===== src/rtl/mon_adc_pkg.sv =====
package mon_adc_pkg;

    localparam int CHAN_W   = 4;
    localparam int SAMPLE_W = 10;
    localparam int WORD_W   = 16;

    localparam logic [6:0] CMD_SPACE_TAG = 7'h48;
    localparam logic [6:0] BASE_CLR_MASK = 7'h78;

    typedef enum logic [2:0] {
        ST_IDLE,
        ST_ADDR,
        ST_ACK,
        ST_WDATA,
        ST_RBYTE,
        ST_RMACK,
        ST_IGNORE
    } tgt_state_e;

    function automatic logic [6:0] cmd_addr_of(input logic [6:0] cfg);
        return (cfg & ~BASE_CLR_MASK) | CMD_SPACE_TAG;
    endfunction

    function automatic logic [WORD_W-1:0] pack_word(input logic [CHAN_W-1:0] ch,
                                                    input logic [SAMPLE_W-1:0] d);
        return {1'b0, ch, 1'b0, d};
    endfunction

endpackage


===== src/rtl/mon_adc_line_sync.sv =====
module mon_adc_line_sync #(
    parameter int STAGES = 2
) (
    input  logic clk,
    input  logic rst_n,
    input  logic scl_i,
    input  logic sda_i,
    output logic sda_o,
    output logic scl_rise_o,
    output logic scl_fall_o,
    output logic start_o,
    output logic stop_o
);
    typedef struct packed {
        logic [STAGES-1:0] scl_pipe;
        logic [STAGES-1:0] sda_pipe;
        logic              scl_prev;
        logic              sda_prev;
    } sync_t;

    sync_t q, d;
    logic scl_s, sda_s;

    assign scl_s = q.scl_pipe[STAGES-1];
    assign sda_s = q.sda_pipe[STAGES-1];

    always_comb begin
        d          = q;
        d.scl_pipe = {q.scl_pipe[STAGES-2:0], scl_i};
        d.sda_pipe = {q.sda_pipe[STAGES-2:0], sda_i};
        d.scl_prev = scl_s;
        d.sda_prev = sda_s;
    end

    always_ff @(posedge clk or negedge rst_n) begin
        if (!rst_n) q <= '1;
        else        q <= d;
    end

    assign sda_o      = sda_s;
    assign scl_rise_o = scl_s & ~q.scl_prev;
    assign scl_fall_o = ~scl_s & q.scl_prev;
    assign start_o    = scl_s & q.scl_prev & ~sda_s & q.sda_prev;
    assign stop_o     = scl_s & q.scl_prev & sda_s & ~q.sda_prev;

endmodule


===== src/rtl/mon_adc_conv.sv =====
module mon_adc_conv
    import mon_adc_pkg::*;
#(
    parameter int CONV_CYCLES = 3500,
    localparam int CNT_W = $clog2(CONV_CYCLES + 1)
) (
    input  logic                clk,
    input  logic                rst_n,
    input  logic                start_i,
    input  logic [CHAN_W-1:0]   chan_i,
    input  logic                adc_ack_i,
    input  logic [SAMPLE_W-1:0] adc_data_i,
    output logic                busy_o,
    output logic                adc_req_o,
    output logic [CHAN_W-1:0]   adc_chan_o,
    output logic [WORD_W-1:0]   word_o
);
    typedef struct packed {
        logic                busy;
        logic                req;
        logic                have;
        logic [CNT_W-1:0]    cnt;
        logic [CHAN_W-1:0]   chan;
        logic [SAMPLE_W-1:0] data;
    } conv_t;

    conv_t q, d;

    always_comb begin
        logic got;
        d   = q;
        got = q.req & adc_ack_i;
        if (start_i && !q.busy) begin
            d.busy = 1'b1;
            d.req  = 1'b1;
            d.have = 1'b0;
            d.cnt  = CNT_W'(CONV_CYCLES - 1);
            d.chan = chan_i;
        end else if (q.busy) begin
            if (q.cnt != '0) d.cnt = q.cnt - 1'b1;
            if (got) begin
                d.req  = 1'b0;
                d.have = 1'b1;
                d.data = adc_data_i;
            end
            if (q.cnt == '0 && (q.have || got)) d.busy = 1'b0;
        end
    end

    always_ff @(posedge clk or negedge rst_n) begin
        if (!rst_n) q <= '0;
        else        q <= d;
    end

    assign busy_o     = q.busy;
    assign adc_req_o  = q.req;
    assign adc_chan_o = q.chan;
    assign word_o     = pack_word(q.chan, q.data);

endmodule


===== src/rtl/mon_adc_tgt_fsm.sv =====
module mon_adc_tgt_fsm
    import mon_adc_pkg::*;
(
    input  logic              clk,
    input  logic              rst_n,
    input  logic              sda_i,
    input  logic              scl_rise_i,
    input  logic              scl_fall_i,
    input  logic              start_i,
    input  logic              stop_i,
    input  logic [6:0]        my_addr_i,
    input  logic              busy_i,
    input  logic [WORD_W-1:0] result_i,
    output logic              sda_oe_o,
    output logic              conv_start_o,
    output logic [CHAN_W-1:0] ptr_o
);
    typedef struct packed {
        tgt_state_e        st;
        logic [3:0]        bitcnt;
        logic [7:0]        sh;
        logic              oe;
        logic              armed;
        logic [CHAN_W-1:0] ptr;
        logic              rd;
        logic              lo_sent;
        logic              mack;
        logic              conv_start;
    } fsm_t;

    fsm_t q, d;

    always_comb begin
        d            = q;
        d.conv_start = 1'b0;
        if (stop_i) begin
            d.st = ST_IDLE;
            d.oe = 1'b0;
        end else if (start_i) begin
            d.st     = ST_ADDR;
            d.bitcnt = '0;
            d.oe     = 1'b0;
        end else begin
            unique case (q.st)
                ST_ADDR: begin
                    if (scl_rise_i && q.bitcnt < 4'd8) begin
                        d.sh     = {q.sh[6:0], sda_i};
                        d.bitcnt = q.bitcnt + 1'b1;
                    end else if (scl_fall_i && q.bitcnt == 4'd8) begin
                        if (q.sh[7:1] != my_addr_i) begin
                            d.st = ST_IGNORE;
                        end else if (!q.sh[0]) begin
                            d.rd = 1'b0;
                            d.oe = 1'b1;
                            d.st = ST_ACK;
                        end else if (busy_i) begin
                            d.st = ST_IGNORE;
                        end else if (q.armed) begin
                            d.st         = ST_IGNORE;
                            d.armed      = 1'b0;
                            d.conv_start = 1'b1;
                        end else begin
                            d.rd      = 1'b1;
                            d.lo_sent = 1'b0;
                            d.sh      = result_i[15:8];
                            d.oe      = 1'b1;
                            d.st      = ST_ACK;
                        end
                    end
                end
                ST_ACK: begin
                    if (scl_fall_i) begin
                        if (q.rd) begin
                            d.oe     = ~q.sh[7];
                            d.sh     = {q.sh[6:0], 1'b0};
                            d.bitcnt = 4'd1;
                            d.st     = ST_RBYTE;
                        end else begin
                            d.oe     = 1'b0;
                            d.bitcnt = '0;
                            d.st     = ST_WDATA;
                        end
                    end
                end
                ST_WDATA: begin
                    if (scl_rise_i && q.bitcnt < 4'd8) begin
                        d.sh     = {q.sh[6:0], sda_i};
                        d.bitcnt = q.bitcnt + 1'b1;
                    end else if (scl_fall_i && q.bitcnt == 4'd8) begin
                        d.ptr   = q.sh[6:3];
                        d.armed = 1'b1;
                        d.oe    = 1'b1;
                        d.st    = ST_ACK;
                    end
                end
                ST_RBYTE: begin
                    if (scl_fall_i) begin
                        if (q.bitcnt < 4'd8) begin
                            d.oe     = ~q.sh[7];
                            d.sh     = {q.sh[6:0], 1'b0};
                            d.bitcnt = q.bitcnt + 1'b1;
                        end else begin
                            d.oe   = 1'b0;
                            d.mack = 1'b0;
                            d.st   = ST_RMACK;
                        end
                    end
                end
                ST_RMACK: begin
                    if (scl_rise_i) begin
                        d.mack = ~sda_i;
                    end else if (scl_fall_i) begin
                        if (q.mack && !q.lo_sent) begin
                            d.lo_sent = 1'b1;
                            d.oe      = ~result_i[7];
                            d.sh      = {result_i[6:0], 1'b0};
                            d.bitcnt  = 4'd1;
                            d.st      = ST_RBYTE;
                        end else begin
                            d.oe = 1'b0;
                            d.st = ST_IGNORE;
                        end
                    end
                end
                default: ;
            endcase
        end
    end

    always_ff @(posedge clk or negedge rst_n) begin
        if (!rst_n) begin
            q    <= '0;
            q.st <= ST_IDLE;
        end else begin
            q <= d;
        end
    end

    assign sda_oe_o     = q.oe;
    assign conv_start_o = q.conv_start;
    assign ptr_o        = q.ptr;

endmodule


===== src/rtl/mon_adc_tgt.sv =====
module mon_adc_tgt
    import mon_adc_pkg::*;
#(
    parameter int CLK_HZ      = 50_000_000,
    parameter int CONV_US     = 70,
    parameter int SYNC_STAGES = 2
) (
    input  logic                clk,
    input  logic                rst_n,
    input  logic [6:0]          cfg_addr_i,
    output logic [6:0]          cmd_addr_o,
    input  logic                scl_i,
    input  logic                sda_i,
    output logic                sda_oe_o,
    output logic                adc_req_o,
    output logic [CHAN_W-1:0]   adc_chan_o,
    input  logic                adc_ack_i,
    input  logic [SAMPLE_W-1:0] adc_data_i
);
    localparam int CONV_CYCLES = (CLK_HZ / 1_000_000) * CONV_US;

    logic sda_s, scl_rise, scl_fall, start_det, stop_det;
    logic busy, conv_start;
    logic [CHAN_W-1:0] ptr;
    logic [WORD_W-1:0] result;

    assign cmd_addr_o = cmd_addr_of(cfg_addr_i);

    mon_adc_line_sync #(.STAGES(SYNC_STAGES)) u_sync (
        .clk        (clk),
        .rst_n      (rst_n),
        .scl_i      (scl_i),
        .sda_i      (sda_i),
        .sda_o      (sda_s),
        .scl_rise_o (scl_rise),
        .scl_fall_o (scl_fall),
        .start_o    (start_det),
        .stop_o     (stop_det)
    );

    mon_adc_tgt_fsm u_fsm (
        .clk          (clk),
        .rst_n        (rst_n),
        .sda_i        (sda_s),
        .scl_rise_i   (scl_rise),
        .scl_fall_i   (scl_fall),
        .start_i      (start_det),
        .stop_i       (stop_det),
        .my_addr_i    (cmd_addr_o),
        .busy_i       (busy),
        .result_i     (result),
        .sda_oe_o     (sda_oe_o),
        .conv_start_o (conv_start),
        .ptr_o        (ptr)
    );

    mon_adc_conv #(.CONV_CYCLES(CONV_CYCLES)) u_conv (
        .clk        (clk),
        .rst_n      (rst_n),
        .start_i    (conv_start),
        .chan_i     (ptr),
        .adc_ack_i  (adc_ack_i),
        .adc_data_i (adc_data_i),
        .busy_o     (busy),
        .adc_req_o  (adc_req_o),
        .adc_chan_o (adc_chan_o),
        .word_o     (result)
    );

endmodule


===== config.mk =====
export PLATFORM = sky130hd
export DESIGN_NAME = mon_adc_tgt
export DESIGN_NICKNAME = d
export VERILOG_FILES = /design/src/rtl/mon_adc_pkg.sv /design/src/rtl/mon_adc_line_sync.sv /design/src/rtl/mon_adc_conv.sv /design/src/rtl/mon_adc_tgt_fsm.sv /design/src/rtl/mon_adc_tgt.sv
export SDC_FILE = /design/constraint.sdc
export NUM_CORES = 1
export LEC_CHECK = 0
export BUFFER_PORTS_ARGS = -buffer_cell sky130_fd_sc_hd__buf_2
export CORE_ASPECT_RATIO = 2
export CORE_MARGIN = 2
export CORE_UTILIZATION = 53
export CTS_BUF_LIST = sky130_fd_sc_hd__clkbuf_16
export DETAILED_ROUTE_END_ITERATION = 7
export PLACE_DENSITY = 0.73
export SKIP_LAST_GASP = 1
export SYNTH_ARGS = -nofsm -noshare
export SYNTH_HDL_FRONTEND = slang
export SYNTH_SLANG_ARGS = --single-unit

===== constraint.sdc =====
create_clock -name clk -period 6 [get_ports clk]
set_clock_uncertainty 0.15 [all_clocks]
set_input_delay 0.6 -clock clk [delete_from_list [all_inputs] [get_ports clk]]
set_output_delay 0.6 -clock clk [all_outputs]
set_load 0.1 [all_outputs]

# Yosys cells after proc, flatten, opt, wreduce, memory -nomap -nowiden
# Index checks and enable logic that the tools add are counted.
# word_totals
regBits,60
memories,0
romBits,0
output_inout_bits,13
word_cells,200
latch_bits,0
in_bits,22
ram_bits,0
# classes
bitwise_logic,19
mux,71
addsub,2
n_div,0
n_reduce_logical,32
shift,0
n_eq_ne,54
multipliers,0
order_cmp,1
# ops
cell,count
16-bit case mux with 5 select lines,1
16-bit two-way mux,4
10-bit two-way mux,5
12-bit two-way mux,4
15-bit two-way mux,2
3-bit two-way mux,10
10-bit AND reduction,3
1-bit two-way mux,28
8-bit two-way mux,3
"4-bit by 3-bit != test with 1-bit output, second input constant",6
"4-bit != test, second input constant",6
12-bit AND reduction,2
"2-bit by 1-bit != test with 1-bit output, second input constant",11
"3-bit by 2-bit != test with 1-bit output, second input constant",7
"2-bit != test, second input constant",9
16-bit AND reduction,1
"5-bit != test, second input constant",3
7-bit two-way mux,2
13-bit AND reduction,1
12-bit zero test,1
6-bit two-way mux,2
12-bit nonzero test,1
2-bit nonzero test,6
"12-bit by 1-bit subtractor with 12-bit output, second input constant",1
27 further kinds,60

# Depth between registers and ports, before layout
# Gate-level depths: netlist (run 1).
# logic_depth
ltp_word,11
ltp_mapped,7
ltp_nobuf,7

# By module
# From an unflattened synthesis (run 1), not the netlist that was laid out.
# unflattened
hier_cells,369
hier_area_um2,3629.7
# modules_own_cells
module,area_per_inst_um2,cells_per_inst,seq_area_each_um2,n_inst
mon_adc_tgt_fsm,1896.8,207,625.6,1
mon_adc_conv,1482.7,143,725.7,1
mon_adc_line_sync,190.2,10,157.7,1
mon_adc_tgt,60.1,9,0.0,1

# Worst setup path after synthesis (run 1)
# Ideal clock, no wire load.
# synth_timing
kind,register to register
start,reg u_sync.q[1] (netlist bit)
end,reg u_fsm.q[11] (netlist bit)
path_stages_with_launch,7
n_path_buf,1
setup_slack_ns,3.833
synth_period_minus_slack_ns,2.167
setup_time_ns,0.125
arrival_time_ns,1.892
required_time_ns,5.725
path_cell_list,dfstp_2 -> clkbuf_1 -> nor4bb_1 -> o2bb2ai_1 -> a211oi_2 -> o21ai_2 -> mux2_2
# synth_via
elab_chain_cells,5
elab_cells_between_ends,25
cone_classes,eq/ne: 10; mux: 2; bitwise: 10; reduce/logical: 3
# synth_lines
element,line,text
"start, declared",mon_adc_line_sync.sv:21,"sync_t q, d;"
"start signal, assigned",mon_adc_line_sync.sv:36,if (!rst_n) q <= '1;
"start signal, assigned",mon_adc_line_sync.sv:37,else q <= d;
1-bit AND / 1-bit NOT (equally long branches),"mon_adc_line_sync.sv:43, mon_adc_line_sync.sv:44, mon_adc_line_sync.sv:41",
"1-bit AND, on equally long branches","mon_adc_line_sync.sv:43, mon_adc_line_sync.sv:41, mon_adc_line_sync.sv:44",
1-bit AND (tied with other cells),mon_adc_line_sync.sv:43,assign start_o = scl_s & q.scl_prev & ~sda_s & q.sda_prev;
5-bit by 3-bit != test with 1-bit output (no line) (tied with other cells),-,
16-bit AND reduction (no line) / 16-bit case mux with 5 select lines (equally long branches),-,
"end, declared",mon_adc_tgt_fsm.sv:31,"fsm_t q, d;"
# Parallel ways exist; a longest one is shown, timed or not.
# A chain may end at the register's enable or synchronous reset.

# Worst setup path after layout (run 1)
# layout_timing
start,reg u_fsm.q[22] (netlist bit)
end,reg u_fsm.q[13] (netlist bit)
# layout_via
elab_chain_cells,3
elab_cells_between_ends,21
cone_classes,eq/ne: 18; mux: 1; reduce/logical: 2
# layout_lines
element,line,text
3-bit by 1-bit == test with 1-bit output (tied with other cells),mon_adc_tgt_fsm.sv:44,unique case (q.st)
5-bit by 3-bit != test with 1-bit output (no line) (tied with other cells),-,
16-bit AND reduction (no line),-,
# Parallel ways exist; a longest one is shown, timed or not.

==> Implementation_results.wiki, run 1 <==
{| class="wikitable"
! Metric !! Value
|-
| Status || finished, final reports clean
|-
| Leakage dissipation || 1.73 nW
|-
| Peak per-stage delay on the critical path || between 0.7 and 0.8 ns
|-
| Reg clk slew, reported paths || approximately 0.05 ns
|-
| Total core area || between 0.006 and 0.007 mm²
|-
| Cell type of the slowest stage on the worst timing path || sky130_fd_sc_hd__dfrtp_1
|-
| Last weighted congestion value of the routability-driven placer || roughly 0.93
|-
| Nets || between 300 and 400
|-
| Vias in the first global route || ~2,800
|-
| TritonCTS clock tree || built
|-
| Crit path launch type || flip-flop
|-
| Count of boundary I/O pins || 35
|-
| Net switching share of the total power || 0.372
|-
| Worst path required time || around 6 ns
|-
| Worst reg2reg path startpoint || u_fsm.q[22]
|-
| Worst Path Arrival || approximately 2.9 ns
|-
| Area of placed instances || 0.00350 mm²
|-
| Final cycle utilization of the critical path || 0.478
|-
| Synthesized instance count || around 350
|-
| Nature of the critical path endpoint || flip-flop
|-
| Number of buffers inserted during clock tree synthesis || 9
|-
| Chip height || ~120 µm
|-
| Number of flops mapped to enable cells by yosys || 0
|-
| Final hold vios || 0
|-
| Worst Slack Setup Final || ~3.1 ns
|-
| Max-cap check violation count || 0
|-
| Final number of setup-violating endpoints || 0
|-
| Most used cells in the layout excluding fill and tap cells || sky130_fd_sc_hd__dfrtp_1, sky130_fd_sc_hd__nand2_1, sky130_fd_sc_hd__buf_2, sky130_fd_sc_hd__nor2_1, sky130_fd_sc_hd__mux2_2
|-
| Starting density of the core || 0.541
|-
| Relative area change from synthesis to final layout || 11.0%
|-
| TNS Setup || 0 ns
|-
| GR Overflow Total || 0
|-
| CP Max Fanout || 20
|-
| Number of vias per cell || about 5.9
|-
| Wire length of the first global-routing pass || 13,700 µm
|-
| Post-CTS Setup Inserts || 0
|-
| HPWL after DPL || ~6000 µm
|-
| Max Slew Vio Count || 0
|-
| Post-Syn Area per Cell || roughly 9.7 µm²
|-
| Flip-flop cell with the highest count after synthesis || sky130_fd_sc_hd__dfrtp_1
|-
| Total number of vias || around 2,700
|-
| Part of the power in registers || 0.391
|-
| Iteration count of the initial detailed-routing pass || 5
|-
| Measured slew at the worst slew-check pin || about 0.76 ns
|-
| Internal power consumption || 0.000935 W
|-
| Hold Buf Count CTS || 0
|-
| Kind of path behind the tightest hold check || flip-flop to flip-flop
|-
| Count of yosys warnings during synthesis || 0
|-
| Rel. slew slack || 0.497
|-
| Power Total || about 0.0015 W
|-
| Power dissipated by switching net loads || ~0.00055 W
|-
| Clk pwr share || 0.297
|-
| Post-placement setup slack || 3.13 ns
|-
| Capture instance of the worst register-to-register path || u_fsm.q[13]
|-
| Maximum clock rate || roughly 350 MHz
|-
| Pwr dens || 396 mW/mm²
|-
| Antenna violations before repair || 0
|-
| DIE AREA || approximately 0.007 mm²
|-
| Sink Count || 60
|-
| Worst hold endpoint || u_sync.d[1]
|-
| Max rail drop VDD || ~310 µV
|-
| Final core utilization || 0.601
|-
| R2R setup slack || 3.13 ns
|-
| Share of flip-flops with an asynchronous set or reset after synthesis || 1.00
|-
| Cell type group with the largest total delay on the critical path || flip-flops
|-
| Synthesized flop and latch total || 60
|-
| Layout cell share with drive strength beyond 1 || 0.199
|-
| Drt total wl || about 8200 µm
|-
| Combinational share of power || 0.312
|-
| Sequential-to-total area share from yosys stat || 0.445
|-
| Count of distinct cell types in the synthesized netlist || between 50 and 60
|-
| Clock root buffer || sky130_fd_sc_hd__clkbuf_16
|-
| Beginning of the worst hold path || u_sync.d[5]
|-
| Number of cells on the critical path || 5
|-
| Final-layout fill cell count || between 500 and 600
|-
| Max Buffers Root-to-Sink || 2
|-
| Category of the most critical setup path || flip-flop to flip-flop
|-
| Remaining design rule violation count || 0
|-
| Inserted Diodes || 0
|-
| Post-layout instance area || approximately 0.0038 mm²
|-
| RSZ-0062 raised after global routing || false
|-
| Post-layout min period || around 2.9 ns
|-
| Count of port buffers added during placement || 26
|-
| Routed wire length per instance || 18.0 µm
|-
| H-Tree Depth || 3
|-
| Cts repair resizes || 0
|-
| DRC marker count from the first detailed-route iteration || 98
|-
| Maximum number of pins on one net before global-route repair || slightly above 60
|-
| All-Layer GR Usage || 0.266
|-
| Cell count of the worst hold path || 0
|-
| List of cells traversed by the critical path || or3b_1 -> a21oi_1 -> nand2_1 -> o21ai_2 -> mux2_2
|-
| Die Width || a little over 60 µm
|-
| R2r worst-path depth || 5
|-
| Post-route antenna net violation count || 0
|-
| Latest clock arrival within the worst-skew pair || roughly 0.33 ns
|-
| Total number of placement rows || 41
|-
| Post-Synthesis Cell Area || between 0.003 and 0.004 mm²
|-
| Buffers plus inverters on the worst setup path || 0
|-
| Most common cell after layout, fill and taps aside || sky130_fd_sc_hd__dfrtp_1
|}
==> layer usage <==
layer	track usage	share of wire	vias up	wire, µm
li1	-	-	1276	-
met1	0.298	0.36	1315	2940
met2	0.461	0.57	65	4650
met3	0.0527	0.030	26	248
met4	0.142	0.046	0	376
met5	0	0	-	0
==> per-stage QoR <==
step / hold slack, ns / instances
floorplan: 0.154 / 353
global placement: 0.195 / 441
detailed placement: 0.197 / 441
CTS: 0.204 / 457
global route: 0.209 / 457
finish: 0.203 / 457
==> synthesized netlist by cell type (3+ instances only) <==
| cell | instances | share of area |
|---|---|---|
| sky130_fd_sc_hd__a21oi_1 | 12 | 0.018 |
| sky130_fd_sc_hd__a221o_1 | 5 | 0.015 |
| sky130_fd_sc_hd__a22o_1 | 5 | 0.013 |
| sky130_fd_sc_hd__a31oi_1 | 4 | 0.0074 |
| sky130_fd_sc_hd__a32o_1 | 3 | 0.0089 |
| sky130_fd_sc_hd__and2_1 | 4 | 0.0074 |
| sky130_fd_sc_hd__and3_1 | 6 | 0.011 |
| sky130_fd_sc_hd__buf_4 | 11 | 0.024 |
| sky130_fd_sc_hd__clkbuf_1 | 10 | 0.011 |
| sky130_fd_sc_hd__dfrtp_1 | 54 | 0.40 |
| sky130_fd_sc_hd__dfstp_2 | 6 | 0.047 |
| sky130_fd_sc_hd__ha_1 | 4 | 0.015 |
| sky130_fd_sc_hd__inv_1 | 12 | 0.013 |
| sky130_fd_sc_hd__mux2_2 | 21 | 0.070 |
| sky130_fd_sc_hd__mux2i_1 | 6 | 0.018 |
| sky130_fd_sc_hd__nand2_1 | 43 | 0.048 |
| sky130_fd_sc_hd__nand2b_1 | 6 | 0.011 |
| sky130_fd_sc_hd__nand3_1 | 11 | 0.016 |
| sky130_fd_sc_hd__nand4_1 | 4 | 0.0074 |
| sky130_fd_sc_hd__nor2_1 | 25 | 0.028 |
| sky130_fd_sc_hd__nor2b_1 | 11 | 0.020 |
| sky130_fd_sc_hd__nor3_1 | 8 | 0.012 |
| sky130_fd_sc_hd__nor3b_1 | 3 | 0.0066 |
| sky130_fd_sc_hd__nor4_1 | 4 | 0.0074 |
| sky130_fd_sc_hd__nor4bb_1 | 6 | 0.018 |
| sky130_fd_sc_hd__o211ai_1 | 3 | 0.0066 |
| sky130_fd_sc_hd__o21ai_0 | 13 | 0.019 |
| sky130_fd_sc_hd__o31ai_1 | 3 | 0.0066 |
| sky130_fd_sc_hd__xnor2_1 | 4 | 0.010 |
| sky130_fd_sc_hd__xor2_1 | 6 | 0.016 |
==> power by group through the flow <==
stage          clock [W]  combinational [W]  sequential (W)
6_report        0.000443           0.000464        0.000582
5_1_grt         0.000467           0.000515        0.000594
4_1_cts         0.000447           0.000465        0.000578
3_5_place_dp           0           0.000462        0.000584
3_3_place_gp           0           0.000455        0.000583
2_1_floorplan          0           0.000385        0.000545
==> final cells by class <==
cell class                      count  area [µm²]  area share
Multi-Input combinational cell    256        1700       0.453
Sequential cell                    60        1510       0.401
Clock buffer                        9         225      0.0599
Timing Repair Buffer               27         138      0.0366
Tap cell                           86         108      0.0286
Inverter                           12        45.0      0.0120
Clock inverter                      7        31.3     0.00832
==> cell families (layout without fill, tap and decap cells) <==
group	Yosys count	in the layout	share of synthesized area
AO/OA/AOI/OAI	69	69	0.151
buffers and inverters	37	55	0.0539
other	2	4	0.00222
AND/OR/NAND/NOR	142	142	0.219
multiplexers	27	27	0.0875
adder cells (fa/ha/maj)	4	4	0.0148
flip-flops	60	60	0.445
XOR/XNOR	10	10	0.0258
==> worst max path at each step <==
stage / slack [ns] / from / end
after floorplan: 3.83 / u_sync.q[1] / u_fsm.q[11]
after global placement: 3.18 / u_fsm.q[22] / u_fsm.q[11]
after detailed placement: 3.13 / u_fsm.q[22] / u_fsm.q[13]
after CTS: 3.12 / u_fsm.q[22] / u_fsm.q[13]
after global routing: 3.02 / u_fsm.q[22] / u_fsm.q[14]
final: 3.13 / u_fsm.q[22] / u_fsm.q[13]
==> registers in the layout (all words and copies together), names as in the netlist <==
| name | flops |
|---|---|
| u_conv.adc_chan_o | 4 |
| u_conv.adc_req_o | 1 |
| u_conv.busy_o | 1 |
| u_conv.q | 13 |
| u_conv.word_o | 10 |
| u_fsm.conv_start_o | 1 |
| u_fsm.ptr_o | 4 |
| u_fsm.q | 19 |
| u_fsm.sda_oe_o | 1 |
| u_sync.d | 3 |
| u_sync.q | 2 |
| u_sync.sda_o | 1 |
Note: power is estimated with default switching activity, not from simulation.
==> run 2: changes to the inputs <==
- ABC_AREA: unset -> 1
- PLACE_DENSITY: 0.73 -> 0.75
- clock period: 6 -> 2.5 ns (I/O delays scaled with it)
==> run 2 against run 1 <==
Net effect: the run now ends with negative hold slack left; critical path depth increased by 2; flip-flop and latch count unchanged; core utilization increased by 3.4 points; total power increased to 2.8 times the previous value; non-clock buffer count increased by 15; hold slack got worse by 0.20 ns; wire length increased by 18%; final cell count increased by 41%; maximum frequency increased by 34%; die area increased by 6.7%; global-route usage increased by 1.0 points; sequential power increased by 120%.
==> Implementation_results.wiki, run 2 <==
{| class="wikitable"
! Metric !! Value
|-
| Final-layout fill cell count || around 600
|-
| TritonCTS clock tree || built
|-
| Worst path required time || between 2 and 3 ns
|-
| Flip-flop cell with the highest count after synthesis || sky130_fd_sc_hd__dfrtp_1
|-
| Clk pwr share || 0.311
|-
| Relative area change from synthesis to final layout || 15.9%
|-
| Latest clock arrival within the worst-skew pair || between 0.3 and 0.4 ns
|-
| Synthesized flop and latch total || 60
|-
| Nets || between 500 and 600
|-
| H-Tree Depth || 3
|-
| Post-route antenna net violation count || 0
|-
| Max Buffers Root-to-Sink || 2
|-
| Worst reg2reg path startpoint || u_fsm.q[22]
|-
| Post-placement setup slack || between 0.4 and 0.5 ns
|-
| Post-Synthesis Cell Area || about 0.0036 mm²
|-
| Category of the most critical setup path || flip-flop to flip-flop
|-
| Share of synthesized cell area in full adder, half adder and majority cells || 0.0138
|-
| Worst Slack Setup Final || 0.356 ns
|-
| TNS Setup || 0 ns
|-
| Synthesized instance count || 512
|-
| Final number of setup-violating endpoints || 0
|-
| Worst Path Arrival || 2.22 ns
|-
| Post-layout instance area || around 0.0042 mm²
|-
| Power dissipated by switching net loads || 0.00173 W
|-
| Compound-Gate Fraction of Synth Area || 0.0756
|-
| Leakage dissipation || around 2.3 nW
|-
| DRC marker count from the first detailed-route iteration || between 200 and 250
|-
| Crit path launch type || flip-flop
|-
| Worst hold endpoint || u_conv.word_o[0]
|-
| Main combinational cell family by area after synthesis || simple AND/OR/NAND/NOR gates
|-
| Xor/xnor share of the synthesized area || 0.00966
|-
| Rel. slew slack || 0.464
|-
| Sink Count || 60
|-
| Reg clk slew, reported paths || 0.05 ns
|-
| Count of distinct cell types in the synthesized netlist || 32
|-
| Sequential-to-total area share from yosys stat || 0.416
|-
| Measured slew at the worst slew-check pin || about 0.8 ns
|-
| Maximum clock rate || 466 MHz
|-
| Nature of the critical path endpoint || flip-flop
|-
| Pwr dens || slightly below 1000 mW/mm²
|-
| Fraction of post-synthesis cell area in the top cell type by area || 0.373
|-
| Beginning of the worst hold path || adc_data_i[0]
|-
| Status || finished with violations
|-
| Failing checks || negative hold slack
|-
| Count of yosys warnings during synthesis || 0
|-
| DIE AREA || 0.00756 mm²
|-
| Share of synthesized area spent on multiplexers || 0.00932
|-
| Most frequent cells after synthesis || sky130_fd_sc_hd__nand2_1, sky130_fd_sc_hd__inv_1, sky130_fd_sc_hd__nor2_1
|-
| Largest register by flop count || u_fsm.q
|-
| Number of vias per cell || about 5.4
|-
| Worst hold slack across all endpoints || -0.00136 ns
|-
| Share of flip-flops with an asynchronous set or reset after synthesis || 1.00
|-
| Iteration count of the initial detailed-routing pass || 5
|-
| Layout cell share with drive strength beyond 1 || 0.137
|-
| Count of boundary I/O pins || 35
|-
| Internal power consumption || between 0.002 and 0.0025 W
|-
| Total core area || 0.00662 mm²
|-
| Area of placed instances || 0.00379 mm²
|-
| R2r worst-path depth || 7
|-
| Final hold vios || 1
|-
| Clock root buffer || sky130_fd_sc_hd__clkbuf_16
|-
| Inserted Diodes || 0
|-
| Wire length of the first global-routing pass || ~16,000 µm
|-
| Combinational share of power || 0.376
|-
| CP Max Fanout || 12
|-
| Number of flops mapped to enable cells by yosys || 0
|-
| Remaining design rule violation count || 0
|-
| Net switching share of the total power || 0.416
|-
| Cell count of the worst hold path || 3
|-
| Routed wire length per instance || ~15 µm
|-
| R2R setup slack || 0.36 ns
|-
| Most common cell after layout, fill and taps aside || sky130_fd_sc_hd__nand2_1
|-
| Post-Syn Area per Cell || just over 7 µm²
|-
| Starting density of the core || 0.548
|-
| All-Layer GR Usage || 0.276
|-
| Maximum number of pins on one net before global-route repair || 36
|-
| Max rail drop VDD || around 650 µV
|-
| Kind of path behind the tightest hold check || input pin to flip-flop
|-
| HPWL after DPL || roughly 7300 µm
|-
| Total number of vias || 3,446
|-
| RSZ-0062 raised after global routing || false
|-
| Die Width || 62.5 µm
|-
| Max Slew Vio Count || 0
|-
| Total number of placement rows || 42
|-
| Vias in the first global route || between 3,000 and 4,000
|-
| Capture instance of the worst register-to-register path || u_fsm.q[11]
|-
| Simple-gate portion of the synthesized area || 0.372
|-
| Post-layout min period || around 2.1 ns
|-
| Max-cap check violation count || 0
|-
| Cts repair resizes || 0
|-
| Count of port buffers added during placement || 26
|-
| Leading cell types by total area after synthesis || sky130_fd_sc_hd__dfrtp_1, sky130_fd_sc_hd__nand2_1, sky130_fd_sc_hd__inv_1
|-
| Final core utilization || 0.635
|-
| Final cycle utilization of the critical path || 0.858
|-
| Chip height || between 100 and 150 µm
|-
| Power Total || 0.00416 W
|-
| Most used cells in the layout excluding fill and tap cells || sky130_fd_sc_hd__nand2_1, sky130_fd_sc_hd__inv_1, sky130_fd_sc_hd__nor2_1, sky130_fd_sc_hd__dfrtp_1, sky130_fd_sc_hd__nand3_1
|-
| GR Overflow Total || 0
|-
| Antenna violations before repair || 0
|-
| Part of the power in registers || 0.313
|-
| Synth area leader || sky130_fd_sc_hd__dfrtp_1
|-
| Number of flip-flops in the largest register || 19
|-
| Most repeated cell in the gate-level netlist after synthesis || sky130_fd_sc_hd__nand2_1
|-
| Drt total wl || a little under 10,000 µm
|-
| Number of buffers inserted during clock tree synthesis || 9
|-
| Last weighted congestion value of the routability-driven placer || 0.957
|}
## run 2: cell count changes in the layout (fill, tap and decap cells not counted), moves of 11 or more
cell / previous run / this run
sky130_fd_sc_hd__nand2_1: 43 / 177
sky130_fd_sc_hd__inv_1: 15 / 60
sky130_fd_sc_hd__nor2_1: 25 / 55
sky130_fd_sc_hd__nand3_1: 11 / 34
sky130_fd_sc_hd__mux2_2: 21 / 3
sky130_fd_sc_hd__o21ai_0: 13 / 28
sky130_fd_sc_hd__nand4_1: 4 / 16
sky130_fd_sc_hd__dlygate4sd3_1: 0 / 11
sky130_fd_sc_hd__nor2b_1: 11 / 0
## run 2: worst max-delay path, cell delays in order (launching register included)
cell and delay (ns):
sky130_fd_sc_hd__dfrtp_1 0.55, sky130_fd_sc_hd__nand3_2 0.34, sky130_fd_sc_hd__nand3_4 0.21, sky130_fd_sc_hd__clkinv_1 0.29, sky130_fd_sc_hd__nand2_1 0.18, sky130_fd_sc_hd__nand2_1 0.11, sky130_fd_sc_hd__nand4_1 0.14, sky130_fd_sc_hd__nand2_1 0.06
## run 2: how the worst max path moves through the flow
stage | start | endpoint | slack, ns | cells after the start
after detailed placement | u_fsm.q[22] | u_fsm.q[11] | 0.42 | 7
after CTS | u_fsm.q[22] | u_fsm.q[11] | 0.41 | 7
after global placement | u_fsm.q[22] | u_fsm.q[11] | 0.50 | 7
after floorplan | u_conv.adc_req_o | u_conv.word_o[0] | 0.60 | 4
final | u_fsm.q[22] | u_fsm.q[11] | 0.36 | 7
after global routing | u_fsm.q[22] | u_fsm.q[20] | 0.27 | 8
## run 2: area by class of cell
| type | count | area, µm² | share of cell area |
|---|---|---|---|
| flip-flops and latches | 60 | 1510 | 0.359 |
| multi-input cells | 372 | 1760 | 0.418 |
| clock buffers | 9 | 225 | 0.0536 |
| inverters | 65 | 244 | 0.0580 |
| clock inverters | 7 | 81.3 | 0.0193 |
| well taps | 88 | 110 | 0.0262 |
| repair buffers | 42 | 278 | 0.0661 |
## run 2: cells by family (layout without fill, tap and decap cells)
| logic type | Yosys count | after routing |
|---|---|---|
| and+or+nand+nor | 305 | 305 |
| buffers and inverters | 82 | 123 |
| DFF | 60 | 60 |
| AOI/OAI and AO/OA | 52 | 52 |
| adders and majority gates | 4 | 4 |
| xor gates and xnor gates | 4 | 4 |
| muxes | 3 | 3 |
| other | 2 | 4 |
## run 2: layer usage
layer,up-vias,global-route usage,part of all wire
met5,-,0,0
met4,0,0.228,0.072
met3,47,0.0380,0.037
met1,1616,0.254,0.33
met2,99,0.521,0.56
li1,1684,-,-
## run 2: power by group through the flow
stage	sequential [W]	clock, W	combinational, W
floorplan	0.00129	0	0.00118
global placement	0.00131	0	0.00150
detailed placement	0.00131	0	0.00153
CTS	0.00129	0.00131	0.00155
global route	0.00132	0.00135	0.00174
finish	0.00130	0.00129	0.00157
## run 2: what timing repair did
action                    4_1_cts  5_1_grt
hold buffers                   11        0
hold endpoints to repair       37        0
buffers inserted                0        0
## run 2: metrics by stage
stage	hold slack (ns)	cells
floorplan	-0.196	514
global placement	0.199	616
detailed placement	0.197	616
CTS	0.00830	643
global route	0.0356	643
finish	-0.00136	643
